--- config.mk ---
export PLATFORM = sky130hd
export DESIGN_NAME = ctx_stack_seq
export DESIGN_NICKNAME = d
export VERILOG_FILES = /design/src/rtl/ctx_stack_pkg.sv /design/src/rtl/ctx_sp_unit.sv /design/src/rtl/ctx_seq_fsm.sv /design/src/rtl/ctx_mem_drive.sv /design/src/rtl/ctx_restore.sv /design/src/rtl/ctx_stack_seq.sv
export SDC_FILE = /design/constraint.sdc
export NUM_CORES = 1
export LEC_CHECK = 0
export BUFFER_PORTS_ARGS = -buffer_cell sky130_fd_sc_hd__buf_2
export CAP_MARGIN = 20
export CORE_UTILIZATION = 32
export CTS_CLUSTER_DIAMETER = 120
export CTS_CLUSTER_SIZE = 8
export DETAILED_ROUTE_END_ITERATION = 8
export MAX_ROUTING_LAYER = met4
export PLACE_DENSITY = 0.61
export SETUP_SLACK_MARGIN = 0.2
export SLEW_MARGIN = 5
export SYNTH_ARGS = -nofsm -noshare
export SYNTH_HDL_FRONTEND = slang
export SYNTH_SLANG_ARGS = --single-unit
--- constraint.sdc ---
create_clock -name clk -period 3.3 [get_ports clk]
set_clock_uncertainty 0.1 [all_clocks]
set_input_delay 0.33 -clock clk [delete_from_list [all_inputs] [get_ports clk]]
set_output_delay 0.33 -clock clk [all_outputs]
set_load 0.02 [all_outputs]
--- src/rtl/ctx_stack_pkg.sv ---
package ctx_stack_pkg;

  localparam logic [2:0] OPC_CALL = 3'd0;
  localparam logic [2:0] OPC_RET  = 3'd1;
  localparam logic [2:0] OPC_IRQ  = 3'd2;
  localparam logic [2:0] OPC_BRK  = 3'd3;
  localparam logic [2:0] OPC_RETI = 3'd4;

  localparam int IDX_W = 3;

  typedef enum logic [3:0] {
    ST_IDLE  = 4'd0,
    ST_END   = 4'd1,
    ST_W_PCH = 4'd2,
    ST_W_PCL = 4'd3,
    ST_W_PS  = 4'd4,
    ST_R_PCH = 4'd5,
    ST_R_PCL = 4'd6,
    ST_R_PS  = 4'd7,
    ST_R_VLO = 4'd8,
    ST_R_VHI = 4'd9
  } step_e;

  function automatic step_e step_at(input logic [2:0] op, input logic [IDX_W-1:0] idx);
    step_e s;
    s = ST_END;
    case (op)
      OPC_CALL: case (idx)
        3'd0: s = ST_W_PCH;
        3'd1: s = ST_W_PCL;
        default: s = ST_END;
      endcase
      OPC_RET: case (idx)
        3'd0: s = ST_R_PCL;
        3'd1: s = ST_R_PCH;
        default: s = ST_END;
      endcase
      OPC_IRQ, OPC_BRK: case (idx)
        3'd0: s = ST_W_PCH;
        3'd1: s = ST_W_PCL;
        3'd2: s = ST_W_PS;
        3'd3: s = ST_R_VLO;
        3'd4: s = ST_R_VHI;
        default: s = ST_END;
      endcase
      OPC_RETI: case (idx)
        3'd0: s = ST_R_PS;
        3'd1: s = ST_R_PCL;
        3'd2: s = ST_R_PCH;
        default: s = ST_END;
      endcase
      default: s = ST_END;
    endcase
    return s;
  endfunction

  function automatic logic is_push(input step_e s);
    return (s == ST_W_PCH) || (s == ST_W_PCL) || (s == ST_W_PS);
  endfunction

  function automatic logic is_pop(input step_e s);
    return (s == ST_R_PCH) || (s == ST_R_PCL) || (s == ST_R_PS);
  endfunction

  function automatic logic is_vec(input step_e s);
    return (s == ST_R_VLO) || (s == ST_R_VHI);
  endfunction

endpackage

--- src/rtl/ctx_sp_unit.sv ---
module ctx_sp_unit #(
  parameter int SP_W = 8,
  parameter logic [SP_W-1:0] SP_RESET = '1
) (
  input  logic            clk,
  input  logic            rst_n,
  input  logic            push,
  input  logic            pop,
  output logic [SP_W-1:0] sp,
  output logic [SP_W-1:0] sp_up
);

  logic [SP_W-1:0] sp_q;

  assign sp    = sp_q;
  assign sp_up = sp_q + 1'b1;

  always_ff @(posedge clk or negedge rst_n) begin
    if (!rst_n) begin
      sp_q <= SP_RESET;
    end else if (push) begin
      sp_q <= sp_q - 1'b1;
    end else if (pop) begin
      sp_q <= sp_up;
    end
  end

  // a push leaves the pointer one lower, modulo the pointer width
  p_push_dec_r2: assert property (@(posedge clk) disable iff (!rst_n)
    push |=> (sp_q == SP_W'($past(sp_q) - 1'b1)));

  // a pop leaves the pointer one higher, modulo the pointer width
  p_pop_inc_r3: assert property (@(posedge clk) disable iff (!rst_n)
    pop |=> (sp_q == SP_W'($past(sp_q) + 1'b1)));

  p_one_dir_r2: assert property (@(posedge clk) disable iff (!rst_n)
    !(push && pop));

  p_hold_r9: assert property (@(posedge clk) disable iff (!rst_n)
    (!push && !pop) |=> $stable(sp_q));

endmodule

--- src/rtl/ctx_seq_fsm.sv ---
module ctx_seq_fsm
  import ctx_stack_pkg::*;
(
  input  logic       clk,
  input  logic       rst_n,
  input  logic       req_valid,
  input  logic [2:0] req_op,
  input  logic       irq_ok,
  output logic       req_ready,
  output logic       start,
  output logic [2:0] op_q,
  output step_e      step,
  output logic       fin,
  output logic       busy,
  output logic       done
);

  logic             busy_q;
  logic             done_q;
  logic [IDX_W-1:0] idx_q;
  logic             legal;

  always_comb begin
    case (req_op)
      OPC_CALL, OPC_RET, OPC_BRK, OPC_RETI: legal = 1'b1;
      OPC_IRQ: legal = irq_ok;
      default: legal = 1'b0;
    endcase
  end

  assign req_ready = !busy_q;
  assign start     = req_valid && !busy_q && legal;
  assign step      = busy_q ? step_at(op_q, idx_q) : ST_IDLE;
  assign fin       = busy_q && (step == ST_END);
  assign busy      = busy_q;
  assign done      = done_q;

  always_ff @(posedge clk or negedge rst_n) begin
    if (!rst_n) begin
      busy_q <= 1'b0;
      done_q <= 1'b0;
      idx_q  <= '0;
      op_q   <= OPC_CALL;
    end else begin
      done_q <= fin;
      if (start) begin
        busy_q <= 1'b1;
        idx_q  <= '0;
        op_q   <= req_op;
      end else if (fin) begin
        busy_q <= 1'b0;
      end else if (busy_q) begin
        idx_q <= idx_q + 1'b1;
      end
    end
  end

  p_busy_hold_r10: assert property (@(posedge clk) disable iff (!rst_n)
    (busy_q && !fin) |=> busy_q);

  p_op_stable_r10: assert property (@(posedge clk) disable iff (!rst_n)
    (busy_q && !fin) |=> $stable(op_q));

  p_done_pulse_r12: assert property (@(posedge clk) disable iff (!rst_n)
    done_q |=> !done_q);

  p_done_after_busy_r12: assert property (@(posedge clk) disable iff (!rst_n)
    done_q |-> !busy_q);

endmodule

--- src/rtl/ctx_mem_drive.sv ---
module ctx_mem_drive
  import ctx_stack_pkg::*;
#(
  parameter int SP_W = 8,
  parameter int PC_W = 16,
  parameter int DW   = 8
) (
  input  step_e           step,
  input  logic            page,
  input  logic [SP_W-1:0] sp,
  input  logic [SP_W-1:0] sp_up,
  input  logic [PC_W-1:0] pc_save,
  input  logic [DW-1:0]   ps_save,
  input  logic [PC_W-1:0] vec,
  output logic            push,
  output logic            pop,
  output logic            mem_en,
  output logic            mem_we,
  output logic [PC_W-1:0] mem_addr,
  output logic [DW-1:0]   mem_wdata
);

  localparam int PAD_W = PC_W - SP_W - 1;

  logic [PC_W-1:0] wr_addr;
  logic [PC_W-1:0] rd_addr;

  assign push    = is_push(step);
  assign pop     = is_pop(step);
  assign wr_addr = {{PAD_W{1'b0}}, page, sp};
  assign rd_addr = {{PAD_W{1'b0}}, page, sp_up};

  always_comb begin
    mem_en    = push || pop || is_vec(step);
    mem_we    = push;
    mem_addr  = '0;
    mem_wdata = '0;
    case (step)
      ST_W_PCH: begin mem_addr = wr_addr; mem_wdata = pc_save[PC_W-1 -: DW]; end
      ST_W_PCL: begin mem_addr = wr_addr; mem_wdata = pc_save[DW-1:0]; end
      ST_W_PS:  begin mem_addr = wr_addr; mem_wdata = ps_save; end
      ST_R_PCH, ST_R_PCL, ST_R_PS: mem_addr = rd_addr;
      ST_R_VLO: mem_addr = vec;
      ST_R_VHI: mem_addr = vec + 1'b1;
      default: begin mem_addr = '0; mem_wdata = '0; end
    endcase
  end

endmodule

--- src/rtl/ctx_restore.sv ---
module ctx_restore
  import ctx_stack_pkg::*;
#(
  parameter int PC_W  = 16,
  parameter int DW    = 8,
  parameter int I_BIT = 2,
  parameter int B_BIT = 4
) (
  input  logic            clk,
  input  logic            rst_n,
  input  step_e           step,
  input  logic            fin,
  input  logic [2:0]      op_q,
  input  logic [DW-1:0]   ps_q,
  input  logic [DW-1:0]   mem_rdata,
  output logic [PC_W-1:0] pc_out,
  output logic [DW-1:0]   ps_out
);

  localparam logic [DW-1:0] I_MASK = DW'(1) << I_BIT;
  localparam logic [DW-1:0] B_MASK = DW'(1) << B_BIT;

  step_e           cap_q;
  logic [PC_W-1:0] pc_r;
  logic [DW-1:0]   ps_r;

  assign pc_out = pc_r;
  assign ps_out = ps_r;

  always_ff @(posedge clk or negedge rst_n) begin
    if (!rst_n) begin
      cap_q <= ST_IDLE;
      pc_r  <= '0;
      ps_r  <= I_MASK;
    end else begin
      cap_q <= step;
      case (cap_q)
        ST_R_PCL, ST_R_VLO: pc_r[DW-1:0] <= mem_rdata;
        ST_R_PCH, ST_R_VHI: pc_r[PC_W-1 -: DW] <= mem_rdata;
        ST_R_PS: ps_r <= mem_rdata & ~B_MASK;
        default: ;
      endcase
      if (fin && (op_q == OPC_IRQ || op_q == OPC_BRK)) begin
        ps_r <= (ps_q | I_MASK) & ~B_MASK;
      end
    end
  end

  p_irq_masks_r6: assert property (@(posedge clk) disable iff (!rst_n)
    (fin && (op_q == OPC_IRQ || op_q == OPC_BRK)) |=> ps_r[I_BIT]);

  p_live_b_clear_r8: assert property (@(posedge clk) disable iff (!rst_n)
    !ps_r[B_BIT]);

endmodule

--- src/rtl/ctx_stack_seq.sv ---
module ctx_stack_seq
  import ctx_stack_pkg::*;
#(
  parameter int SP_W = 8,
  parameter int PC_W = 16,
  parameter int DW   = 8,
  parameter int I_BIT = 2,
  parameter int B_BIT = 4,
  parameter logic [SP_W-1:0] SP_RESET = '1
) (
  input  logic            clk,
  input  logic            rst_n,
  input  logic            req_valid,
  output logic            req_ready,
  input  logic [2:0]      req_op,
  input  logic [PC_W-1:0] pc_in,
  input  logic [DW-1:0]   ps_in,
  input  logic            page_sel,
  input  logic            irq_en,
  input  logic [PC_W-1:0] vec_addr,
  output logic            mem_en,
  output logic            mem_we,
  output logic [PC_W-1:0] mem_addr,
  output logic [DW-1:0]   mem_wdata,
  input  logic [DW-1:0]   mem_rdata,
  output logic            busy,
  output logic            done,
  output logic [PC_W-1:0] pc_out,
  output logic [DW-1:0]   ps_out,
  output logic [SP_W-1:0] sp_out
);

  localparam logic [DW-1:0] B_MASK = DW'(1) << B_BIT;

  logic            start, fin, push, pop, irq_ok;
  logic [2:0]      op_q;
  step_e           step;
  logic [SP_W-1:0] sp, sp_up;
  logic [PC_W-1:0] pc_q, vec_q;
  logic [DW-1:0]   ps_q, ps_save;
  logic            page_q;

  assign irq_ok  = irq_en && !ps_in[I_BIT];
  assign ps_save = (op_q == OPC_BRK) ? (ps_q | B_MASK) : (ps_q & ~B_MASK);
  assign sp_out  = sp;

  always_ff @(posedge clk or negedge rst_n) begin
    if (!rst_n) begin
      pc_q   <= '0;
      vec_q  <= '0;
      ps_q   <= '0;
      page_q <= 1'b0;
    end else if (start) begin
      pc_q   <= pc_in;
      vec_q  <= vec_addr;
      ps_q   <= ps_in;
      page_q <= page_sel;
    end
  end

  ctx_seq_fsm u_fsm (
    .clk(clk), .rst_n(rst_n), .req_valid(req_valid), .req_op(req_op),
    .irq_ok(irq_ok), .req_ready(req_ready), .start(start), .op_q(op_q),
    .step(step), .fin(fin), .busy(busy), .done(done)
  );

  ctx_sp_unit #(.SP_W(SP_W), .SP_RESET(SP_RESET)) u_sp (
    .clk(clk), .rst_n(rst_n), .push(push), .pop(pop), .sp(sp), .sp_up(sp_up)
  );

  ctx_mem_drive #(.SP_W(SP_W), .PC_W(PC_W), .DW(DW)) u_drive (
    .step(step), .page(page_q), .sp(sp), .sp_up(sp_up), .pc_save(pc_q),
    .ps_save(ps_save), .vec(vec_q), .push(push), .pop(pop), .mem_en(mem_en),
    .mem_we(mem_we), .mem_addr(mem_addr), .mem_wdata(mem_wdata)
  );

  ctx_restore #(.PC_W(PC_W), .DW(DW), .I_BIT(I_BIT), .B_BIT(B_BIT)) u_restore (
    .clk(clk), .rst_n(rst_n), .step(step), .fin(fin), .op_q(op_q),
    .ps_q(ps_q), .mem_rdata(mem_rdata), .pc_out(pc_out), .ps_out(ps_out)
  );

  // every stack access lands in the page chosen at acceptance
  p_stack_page_r2: assert property (@(posedge clk) disable iff (!rst_n)
    (push || pop) |-> (mem_addr[PC_W-1:SP_W] == (PC_W-SP_W)'(page_q)));

  p_write_is_push_r2: assert property (@(posedge clk) disable iff (!rst_n)
    mem_we |-> (mem_en && push));

  p_idle_quiet_r9: assert property (@(posedge clk) disable iff (!rst_n)
    !busy |-> !mem_en);

  p_ready_idle_r10: assert property (@(posedge clk) disable iff (!rst_n)
    busy |-> !req_ready);

endmodule

==> out/qor.txt, run 1 <==
Final #Nets -> 623
worst hold slack -> 0.105 ns
CTS tree -> done
Total Routing Usage GR -> 0.177
pwr dens -> 976 mW/mm^2
Initial Utilization -> 0.329
first-pass GRT wire length -> 19300 um
final WL -> 12600 um
RePlAce Congestion -> 0.941
Num CTS Buffers -> 9
outcome -> completed
mux cell area share after synthesis -> 0.182
Synth Area in Compound Gates -> 0.129
slew margin rel. -> 0.480
unrepaired setup endpoints after global routing -> yes
period utilization -> 0.963
die area -> 0.0148 mm^2
Post-Synthesis Cells -> 414
floorplan row count -> 43
Post-synth EDFFs -> 0
First-pass DRT Iterations -> 4
share of cells above drive strength 1 -> 0.556
syn_nets -> 477
Overflow after GRT -> 0
Hold/Removal Path Class -> in -> reg
post-route minimum period -> 3.18 ns
CP peak stage delay -> 0.55 ns
Mapped Area -> 0.00458 mm^2
Synth Area in Adders -> 0.0191
IO Port Bufs -> 114
Worst Setup Path Type -> reg -> out
CTS Sinks -> 83
clock slew at the register clock pins of the worst setup and hold paths -> 0.07 ns
Routed Antenna Nets -> 0
Yosys cell types -> 66
Final Setup Violations -> 0
routed vias/inst -> 5.08
pin count of the biggest net entering global routing -> 84
area grow syn2layout -> 39.2%
cell area after placement -> 0.00533 mm^2
Die Span X -> 122 um
Root Buffer -> clkbuf_16
Worst EP required -> 2.87 ns
depth of the CTS H-tree -> 3
design area -> 0.00638 mm^2
Critical Path AT -> 2.75 ns
Synth Area in XOR/XNOR -> 0.0459
Worst Setup Start Kind -> register
die height -> 122 um
largest family of logic cells by synthesized area -> multiplexers
final hold violations -> 0
CP Cell Sequence -> ha_4 -> or4b_4 -> o22ai_4 -> or2_4 -> inv_4 -> buf_12 -> xnor2_1 -> o221ai_1 -> buf_4
fmax -> 0.315 GHz
CP Capture Type -> output port
most common cell after layout, fill and taps aside -> buf_2
DR WL/cell -> 16.9 um
Clock Tree Buf Depth -> 2
actual slew at the worst max-slew pin -> 0.777 ns
Worst-Skew Late Latency -> 0.35 ns
Seq/Total Area, Yosys -> 0.456
syn_area_per_cell -> 11.1 um^2
asr flop ratio synth -> 1.00
Synth Flop Type -> dfrtp_1
initial antenna violation count -> 0
synth warn -> 0
final design utilization -> 0.458
max_cap viols -> 0
I/O Pins -> 117
fin. max-slew vios -> 0
DRC -> 0
vias in the first global route -> 3725
critical path's slowest cell -> or4b_4
Pleak -> 0.00284 uW
setup TNS -> 0 ns
HPWL Detailed -> 8690 um
most frequent cells in the layout -> buf_2, dfrtp_1, mux2_2, buf_4, nor2_1
1st-iter DRT viols -> 210
peak supply drop -> 0.000449 V
Simple-Gate Fraction of Synth Area -> 0.131
CP max FO -> 8
core area -> 0.0139 mm^2
Yosys reg bits -> 83
vias -> 3788
-- registers in the layout, summed over array words and instances (netlist names), 3 cells and up --
register / flops
u_restore.ps_out: 7
ps_q: 7
vec_q: 16
u_restore.pc_out: 16
u_sp.sp: 8
u_fsm.op_q: 3
u_fsm.idx_q: 3
u_restore.cap_q: 4
pc_q: 16
-- per-stage QoR --
stage	instances	setup slack [ns]	total power, uW
after floorplan	414	0.388	3700
after CTS	733	0.122	5890
after detailed placement	698	0.162	4450
final	746	0.122	6230
after global placement	698	0.277	4370
after global routing	745	0.0572	6610
-- power breakdown --
part | internal, uW | switching, uW | total [uW]
clock | 521 | 447 | 968
sequential | 1520 | 462 | 1980
combinational | 1520 | 1760 | 3280
-- metal layers --
layer  GRT usage  wire length [um]  vias to the layer above
li1            -                 -                     1794
met5           -                 0                        -
met3      0.0459               791                       17
met4      0.0671               257                        0
met1       0.218              5270                     1855
met2       0.277              6300                      122
-- worst max-delay path, delay by kind of cell, from the launching register on --
kind                     cells  cell delay (ns)
AO/OA/AOI/OAI                2             0.40
buffers and inverters        3             0.38
AND/OR/NAND/NOR              2             0.74
XOR/XNOR                     1             0.22
adder cells (fa/ha/maj)      1             0.20
flip-flops                   1             0.45
-- worst paths after layout --
kind	slack, ns	from	cells past startpoint	end
setup / recovery	0.12	u_fsm.idx_q[0]$_DFFE_PN0P_	9	mem_addr[0]
hold / removal	0.11	vec_addr[3]	2	vec_q[3]$_DFFE_PN0P_
setup reg to reg	0.51	u_fsm.idx_q[0]$_DFFE_PN0P_	10	u_restore.ps_out[5]$_DFFE_PN0P_
hold reg to reg	0.40	u_restore.pc_out[12]$_DFFE_PN0P_	1	u_restore.pc_out[12]$_DFFE_PN0P_
max in group asynchronous	2.16	rst_n	3	u_sp.sp[7]$_DFFE_PN1P_
min in group asynchronous	0.30	rst_n	2	u_restore.pc_out[13]$_DFFE_PN0P_
-- layout make-up --
type / instances / area [um^2]
Antenna cell: 1 / 2.50
Tap cell: 180 / 225
Multi-Input combinational cell: 299 / 2680
Inverter: 13 / 51.3
Fill cell: 1302 / 7560
Clock buffer: 9 / 225
Clock inverter: 7 / 60.1
Sequential cell: 83 / 2090
Timing Repair Buffer: 154 / 1040
-- synth_stat cells, drive strengths merged, types with 2 or more instances --
cell type  instances  share of area
and3               6         0.0082
mux2i             17          0.037
o21ai             24          0.027
dfstp              9          0.052
nand2b             2         0.0027
o21bai             2         0.0033
a22oi              8          0.013
o22ai              3         0.0055
dfrtp             74           0.40
nor3               7          0.011
or2                3         0.0041
nand2             26          0.021
a21o               3         0.0049
a21oi             14          0.016
nor2              28          0.023
clkbuf             9         0.0074
or4b               2         0.0052
nor4               4         0.0055
xor2               9          0.017
o221ai             2         0.0038
buf               10          0.017
and2               2         0.0027
o211ai             3         0.0060
mux2              59           0.15
or3                5         0.0068
ha                 7          0.019
a32oi              4         0.0076
nand4              2         0.0027
nand3             22          0.025
o41ai              2          0.012
xnor2             15          0.029
inv               13          0.011
-- cell families (layout without fill, tap and decap cells) --
| logic type | count (synthesis) | after routing |
|---|---|---|
| simple gates | 116 | 116 |
| flops | 83 | 83 |
| mux | 76 | 76 |
| compound gates | 75 | 75 |
| buf+inv | 32 | 183 |
| xor+xnor | 24 | 24 |
| fa+ha+maj | 7 | 7 |
| other cells | 1 | 2 |
-- what timing repair did --
item | in CTS | in global routing
endpoints found under the hold margin | 0 | 15
setup buffers | 19 | 10
pin swaps | 19 | 20
hold buffers | 0 | 1
setup endpoints to repair | 25 | 27
gates resized for setup | 70 | 54
No activity file was read; power rests on OpenSTA's default activity.
==> run 2, diff against run 1 <==
--- a/config.mk
+++ b/config.mk
@@ -5,12 +5,14 @@
 export SDC_FILE = /design/constraint.sdc
 export NUM_CORES = 1
 export LEC_CHECK = 0
+export ABC_AREA = 1
 export BUFFER_PORTS_ARGS = -buffer_cell sky130_fd_sc_hd__buf_2
 export CAP_MARGIN = 20
 export CORE_UTILIZATION = 32
 export CTS_CLUSTER_DIAMETER = 120
 export CTS_CLUSTER_SIZE = 8
 export DETAILED_ROUTE_END_ITERATION = 8
+export GPL_TIMING_DRIVEN = 1
 export MAX_ROUTING_LAYER = met4
 export PLACE_DENSITY = 0.61
 export SETUP_SLACK_MARGIN = 0.2
==> run 2 against run 1 <==
- total power shrank 14%
- routed wire length shrank 10%
- non-clock buffer count shrank 25
- critical path type unchanged
- largest cell class unchanged
- combinational power shrank 27%
- critical endpoint is now mem_addr[5]
- via count grew 6.0%
==> out/qor.txt, run 2 <==
DRC -> 0
fin cells -> 860
Overflow after GRT -> 0
Yosys reg bits -> 83
floorplan row count -> 43
Hold/Removal Path Class -> in -> reg
Final Setup Violations -> 0
critical path's slowest cell -> dfrtp_2
hold endpoint -> pc_q[2]$_DFFE_PN0P_
Worst EP required -> 2.87 ns
Post-Synthesis Cells -> 554
CP Capture Type -> output port
syn_area_per_cell -> 8.41 um^2
CTS tree -> done
peak supply drop -> 0.000290 V
die area -> 0.0150 mm^2
Root Buffer -> clkbuf_16
Seq/Total Area, Yosys -> 0.448
slew margin rel. -> 0.582
fmax -> 0.340 GHz
final WL -> 11300 um
post-route minimum period -> 2.94 ns
FF-to-FF setup slack -> 0.93 ns
Reg-to-Reg Start -> u_fsm.idx_q[0]$_DFFE_PN0P_
depth of the CTS H-tree -> 3
most frequent cells in the layout -> nand2_1, buf_2, dfrtp_1, nand3_1, inv_1
RePlAce Congestion -> 0.887
fin. max-slew vios -> 0
Hold Path Depth -> 2
synth warn -> 0
Worst Setup Start Kind -> register
R2R cell count -> 14
ANT cells -> 0
first-pass GRT wire length -> 18400 um
routed vias/inst -> 4.67
most common cell after layout, fill and taps aside -> nand2_1
Mapped Area -> 0.00466 mm^2
CP max FO -> 16
period utilization -> 0.891
unrepaired setup endpoints after global routing -> no
top post-synthesis cells by area -> dfrtp_1, nand2_1, mux2_2
outcome -> completed
asr flop ratio synth -> 1.00
placed insts -> 831
Total Routing Usage GR -> 0.162
initial antenna violation count -> 0
FF-to-FF End -> u_restore.ps_out[1]$_DFFE_PN0P_
max_cap viols -> 0
Initial Utilization -> 0.332
CTS Sinks -> 83
First-pass DRT Iterations -> 5
Final #Nets -> 738
cell repeated most along the worst path -> nand2_1
worst hold slack -> 0.118 ns
count leader, synth -> nand2_1
Routed Antenna Nets -> 0
top cell type by total area after synthesis -> dfrtp_1
syn_nets -> 617
pin count of the biggest net entering global routing -> 84
Post-synth EDFFs -> 0
HPWL Detailed -> 8290 um
Critical Path AT -> 2.51 ns
most common library cells after synthesis -> nand2_1, dfrtp_1, nand3_1
Worst-Skew Late Latency -> 0.34 ns
top cell type's share of synthesized area -> 0.398
Synth Flop Type -> dfrtp_1
1st-iter DRT viols -> 212
IO Port Bufs -> 114
pwr dens -> 910 mW/mm^2
CP Cell Sequence -> inv_2 -> ha_1 -> nand2_1 -> nand3_1 -> nand2_2 -> nand3_4 -> nand2_1 -> nor2_4 -> nand3_4 -> nand2_4 -> nand2_1 -> nand4_1 -> buf_2
clock slew at the register clock pins of the worst setup and hold paths -> 0.06 ns
actual slew at the worst max-slew pin -> 0.624 ns
Yosys cell types -> 37
Die Span X -> 123 um
Pleak -> 0.00297 uW
Num CTS Buffers -> 9
final hold violations -> 0
CP peak stage delay -> 0.44 ns
HP Start -> pc_in[2]
Clock Tree Buf Depth -> 2
DR WL/cell -> 13.2 um
share of cells above drive strength 1 -> 0.331
core area -> 0.0140 mm^2
vias in the first global route -> 3755
vias -> 4014
I/O Pins -> 117
Worst Setup Path Type -> reg -> out
setup TNS -> 0 ns
area grow syn2layout -> 25.8%
die height -> 123 um
-- run 2: changes by cell type after synthesis, sizes merged, moves of 7 or more --
cell,change
a21oi,+11
nand3,+42
a22oi,-8
nand4,+7
xnor2,-13
mux2i,-16
mux2,-30
nand2,+115
nor2,+21
xor2,+11
inv,+49
-- run 2: layer usage --
metal / GRT usage / share of wire
met1: 0.210 / 0.46
met2: 0.256 / 0.49
met3: 0.0251 / 0.042
met4: 0.0526 / 0.014
met5: - / 0
-- run 2: worst max path at each step --
stage                     slack [ns]                        from          end  depth (start not counted)
after global placement          0.53  u_fsm.idx_q[0]$_DFFE_PN0P_  mem_addr[6]                         14
after floorplan                 0.86  u_fsm.idx_q[0]$_DFFE_PN0P_  mem_addr[8]                         12
after detailed placement        0.46  u_fsm.idx_q[0]$_DFFE_PN0P_  mem_addr[6]                         14
after global routing            0.20  u_fsm.idx_q[1]$_DFFE_PN0P_  mem_addr[6]                         14
final                           0.36  u_fsm.idx_q[0]$_DFFE_PN0P_  mem_addr[5]                         13
after CTS                       0.21  u_fsm.idx_q[0]$_DFFE_PN0P_  mem_addr[6]                         14
-- run 2: cell type report --
type	instances	area (um^2)
clock inverter	6	73.8
fill	1391	8180
tap	180	225
timing repair buffer	129	721
inverter	62	244
sequential	83	2090
clock buffer	10	229
multi-input combinational	390	2280
-- run 2: worst max-delay path, delay by kind of cell, from the launching register on --
kind | cells | cell delay [ns]
buffers and inverters | 2 | 0.27
adder cells (fa/ha/maj) | 1 | 0.21
flip-flops | 1 | 0.44
AND/OR/NAND/NOR | 10 | 1.25
-- run 2: what timing repair did --
action,4_1_cts,5_1_grt
gates cloned,0,0
setup endpoints to repair,12,25
setup buffers,0,10
resized for setup,3,16
pin swaps,0,6
hold endpoints to repair,0,28
hold buffers,0,1
-- run 2: cell families (layout without fill, tap and decap cells) --
group / Yosys count / count (layout) / share of synthesized area
flops: 83 / 83 / 0.448
buf+inv: 81 / 207 / 0.0752
compound gates: 57 / 57 / 0.0685
fa+ha+maj: 7 / 7 / 0.0188
simple gates: 273 / 273 / 0.275
other cells: 1 / 1 / 0.000805
mux: 30 / 30 / 0.0723
xor+xnor: 22 / 22 / 0.0414
-- run 2: power by group --
group          switching, uW  internal (uW)  total (uW)  leakage (uW)
Clock                    445            597        1040      0.000141
Combinational           1460            920        2390       0.00189
Sequential               396           1510        1910      0.000941
-- run 2: through the flow --
stage / power, uW / utilization / setup WS [ns] / instance area, um^2
4_1_cts: 5240 / 0.404 / 0.210 / 5680
3_5_place_dp: 4180 / 0.382 / 0.459 / 5370
6_report: 5330 / 0.417 / 0.359 / 5860
5_1_grt: 5760 / 0.417 / 0.203 / 5860
2_1_floorplan: 3540 / - / 0.858 / 4660
3_3_place_gp: 4110 / 0.382 / 0.530 / 5370
==> run 3, diff against run 2 <==
--- a/config.mk
+++ b/config.mk
@@ -8,15 +8,17 @@
 export ABC_AREA = 1
 export BUFFER_PORTS_ARGS = -buffer_cell sky130_fd_sc_hd__buf_2
 export CAP_MARGIN = 20
+export CORE_MARGIN = 2
 export CORE_UTILIZATION = 32
 export CTS_CLUSTER_DIAMETER = 120
 export CTS_CLUSTER_SIZE = 8
 export DETAILED_ROUTE_END_ITERATION = 8
 export GPL_TIMING_DRIVEN = 1
 export MAX_ROUTING_LAYER = met4
-export PLACE_DENSITY = 0.61
+export PLACE_DENSITY = 0.6
 export SETUP_SLACK_MARGIN = 0.2
 export SLEW_MARGIN = 5
 export SYNTH_ARGS = -nofsm -noshare
 export SYNTH_HDL_FRONTEND = slang
+export SYNTH_HIERARCHICAL = 1
 export SYNTH_SLANG_ARGS = --single-unit
==> run 3 against run 2 <==
- sequential power up 8%
- total power rose by 17%
- critical path depth increased by 3
- clock power is 5% lower
- non-clock buffer count rose by 1
- combinational power is 34% higher
- maximum frequency increased by 1.1%
- utilization decreased by 1.2 points
- critical endpoint unchanged
- largest cell class unchanged
==> out/qor.txt, run 3 <==
outcome -> completed
Pleak -> 0.00333 uW
Overflow after GRT -> 0
HPWL Detailed -> 10100 um
critical path's slowest cell -> dfrtp_1
Final #Nets -> 896
die area -> 0.0168 mm^2
period utilization -> 0.881
area grow syn2layout -> 22.5%
design area -> 0.00620 mm^2
post-route minimum period -> 2.91 ns
share of cells above drive strength 1 -> 0.271
Clock Tree Buf Depth -> 2
Worst Setup Start Kind -> register
Mapped Area -> 0.00506 mm^2
fin. max-slew vios -> 0
First-pass DRT Iterations -> 6
Die Span X -> 130 um
fmax -> 0.344 GHz
IO Port Bufs -> 114
Num CTS Buffers -> 9
I/O Pins -> 117
Post-Synthesis Cells -> 713
die height -> 130 um
most common cell after layout, fill and taps aside -> nand2_1
initial antenna violation count -> 1
routed vias/inst -> 4.54
Critical Path AT -> 2.48 ns
first-pass GRT wire length -> 21700 um
peak supply drop -> 0.000358 V
final WL -> 13500 um
CP Capture Type -> output port
CTS tree -> done
Root Buffer -> clkbuf_16
Total Routing Usage GR -> 0.170
slew margin rel. -> 0.664
final hold violations -> 0
Worst Setup Path Type -> reg -> out
cell repeated most along the worst path -> nand2_1
Initial Utilization -> 0.330
Final Setup Violations -> 0
DR WL/cell -> 12.8 um
unrepaired setup endpoints after global routing -> yes
CP Cell Sequence -> inv_2 -> ha_4 -> o21ai_2 -> inv_1 -> o21ai_1 -> nand3_1 -> nand2_2 -> clkinv_4 -> nor2_4 -> nor2_1 -> buf_4 -> nand2_1 -> o21ai_0 -> a21oi_1 -> nand2_1 -> buf_2
cell area after placement -> 0.00575 mm^2
RePlAce Congestion -> 0.856
vias in the first global route -> 4286
max_cap viols -> 0
clock slew at the register clock pins of the worst setup and hold paths -> 0.06 ns
depth of the CTS H-tree -> 3
core area -> 0.0153 mm^2
setup TNS -> 0 ns
syn_nets -> 776
Worst-Skew Late Latency -> 0.35 ns
syn_area_per_cell -> 7.10 um^2
Routed Antenna Nets -> 0
synth warn -> 6
pin count of the biggest net entering global routing -> 41
floorplan row count -> 45
DRC -> 0
1st-iter DRT viols -> 326
pwr dens -> 1010 mW/mm^2
most frequent cells in the layout -> nand2_1, buf_2, dfrtp_1, nand3_1, inv_1
CP peak stage delay -> 0.40 ns
actual slew at the worst max-slew pin -> 0.504 ns
CTS Sinks -> 83
worst hold slack -> 0.0786 ns
Hold/Removal Path Class -> in -> reg
fill cell total of the finished layout -> 1656
Worst EP required -> 2.87 ns
CP max FO -> 12
vias -> 4763
[run 3: layout make-up]
type / instances / area, um^2 / share of cell area
Clock inverter: 7 / 58.8 / 0.00948
Sequential cell: 83 / 2090 / 0.337
Tap cell: 211 / 264 / 0.0426
Timing Repair Buffer: 130 / 716 / 0.115
Antenna cell: 1 / 2.50 / 0.000404
Inverter: 75 / 299 / 0.0482
Multi-Input combinational cell: 534 / 2540 / 0.410
Clock buffer: 9 / 225 / 0.0363
[run 3: where the power goes]
part,total [uW],internal [uW],switching [uW]
Clock,983,524,460
Combinational,3210,1140,2070
Sequential,2070,1540,529
[run 3: stage by stage]
step                setup slack (ns)   util  total power (uW)  std cells
CTS                            0.217  0.397              6190       1044
global placement               0.380  0.375              5080       1024
global route                   0.171  0.405              6800       1050
detailed placement             0.366  0.375              5110       1024
floorplan                      0.620      -              4300        713
finish                         0.392  0.405              6260       1050
[run 3: layer usage]
metal | GRT usage | part of all wire | vias to the layer above
li1 | - | - | 2488
met1 | 0.240 | 0.50 | 2128
met2 | 0.247 | 0.43 | 136
met3 | 0.0275 | 0.052 | 11
met4 | 0.0607 | 0.015 | 0
met5 | - | 0 | -
[run 3: path summary, 6_finish.rpt]
| path | startpoint | end | slack, ns | depth (start not counted) |
|---|---|---|---|---|
| worst max-delay path | u_fsm/idx_q[1]$_DFFE_PN0P_ | mem_addr[5] | 0.39 | 16 |
| max in group asynchronous | rst_n | u_sp/sp[2]$_DFFE_PN1P_ | 1.92 | 3 |
| worst max register to register | u_fsm/idx_q[1]$_DFFE_PN0P_ | u_sp/sp[2]$_DFFE_PN1P_ | 0.76 | 17 |
| worst min-delay path | pc_in[11] | pc_q[11]$_DFFE_PN0P_ | 0.08 | 3 |
| worst min register to register | u_restore/pc_out[11]$_DFFE_PN0P_ | u_restore/pc_out[11]$_DFFE_PN0P_ | 0.37 | 2 |
| min in group asynchronous | rst_n | ps_q[2]$_DFFE_PN0P_ | 0.39 | 2 |
[run 3: critical path, delay by kind of cell, from the launching register on]
kind / cells / cell delay (ns)
adder cells (fa/ha/maj): 1 / 0.17
AND/OR/NAND/NOR: 6 / 0.57
flip-flops: 1 / 0.40
AO/OA/AOI/OAI: 4 / 0.39
buffers and inverters: 5 / 0.60
[run 3: timing repair]
| item | CTS | global route |
|---|---|---|
| resized for setup | 6 | 22 |
| hold buffers | 1 | 0 |
| setup buffers | 3 | 5 |
| cloned | 0 | 0 |
| endpoints found under the hold margin | 36 | 0 |
| endpoints found under the setup margin | 21 | 23 |
| pin swaps | 2 | 7 |
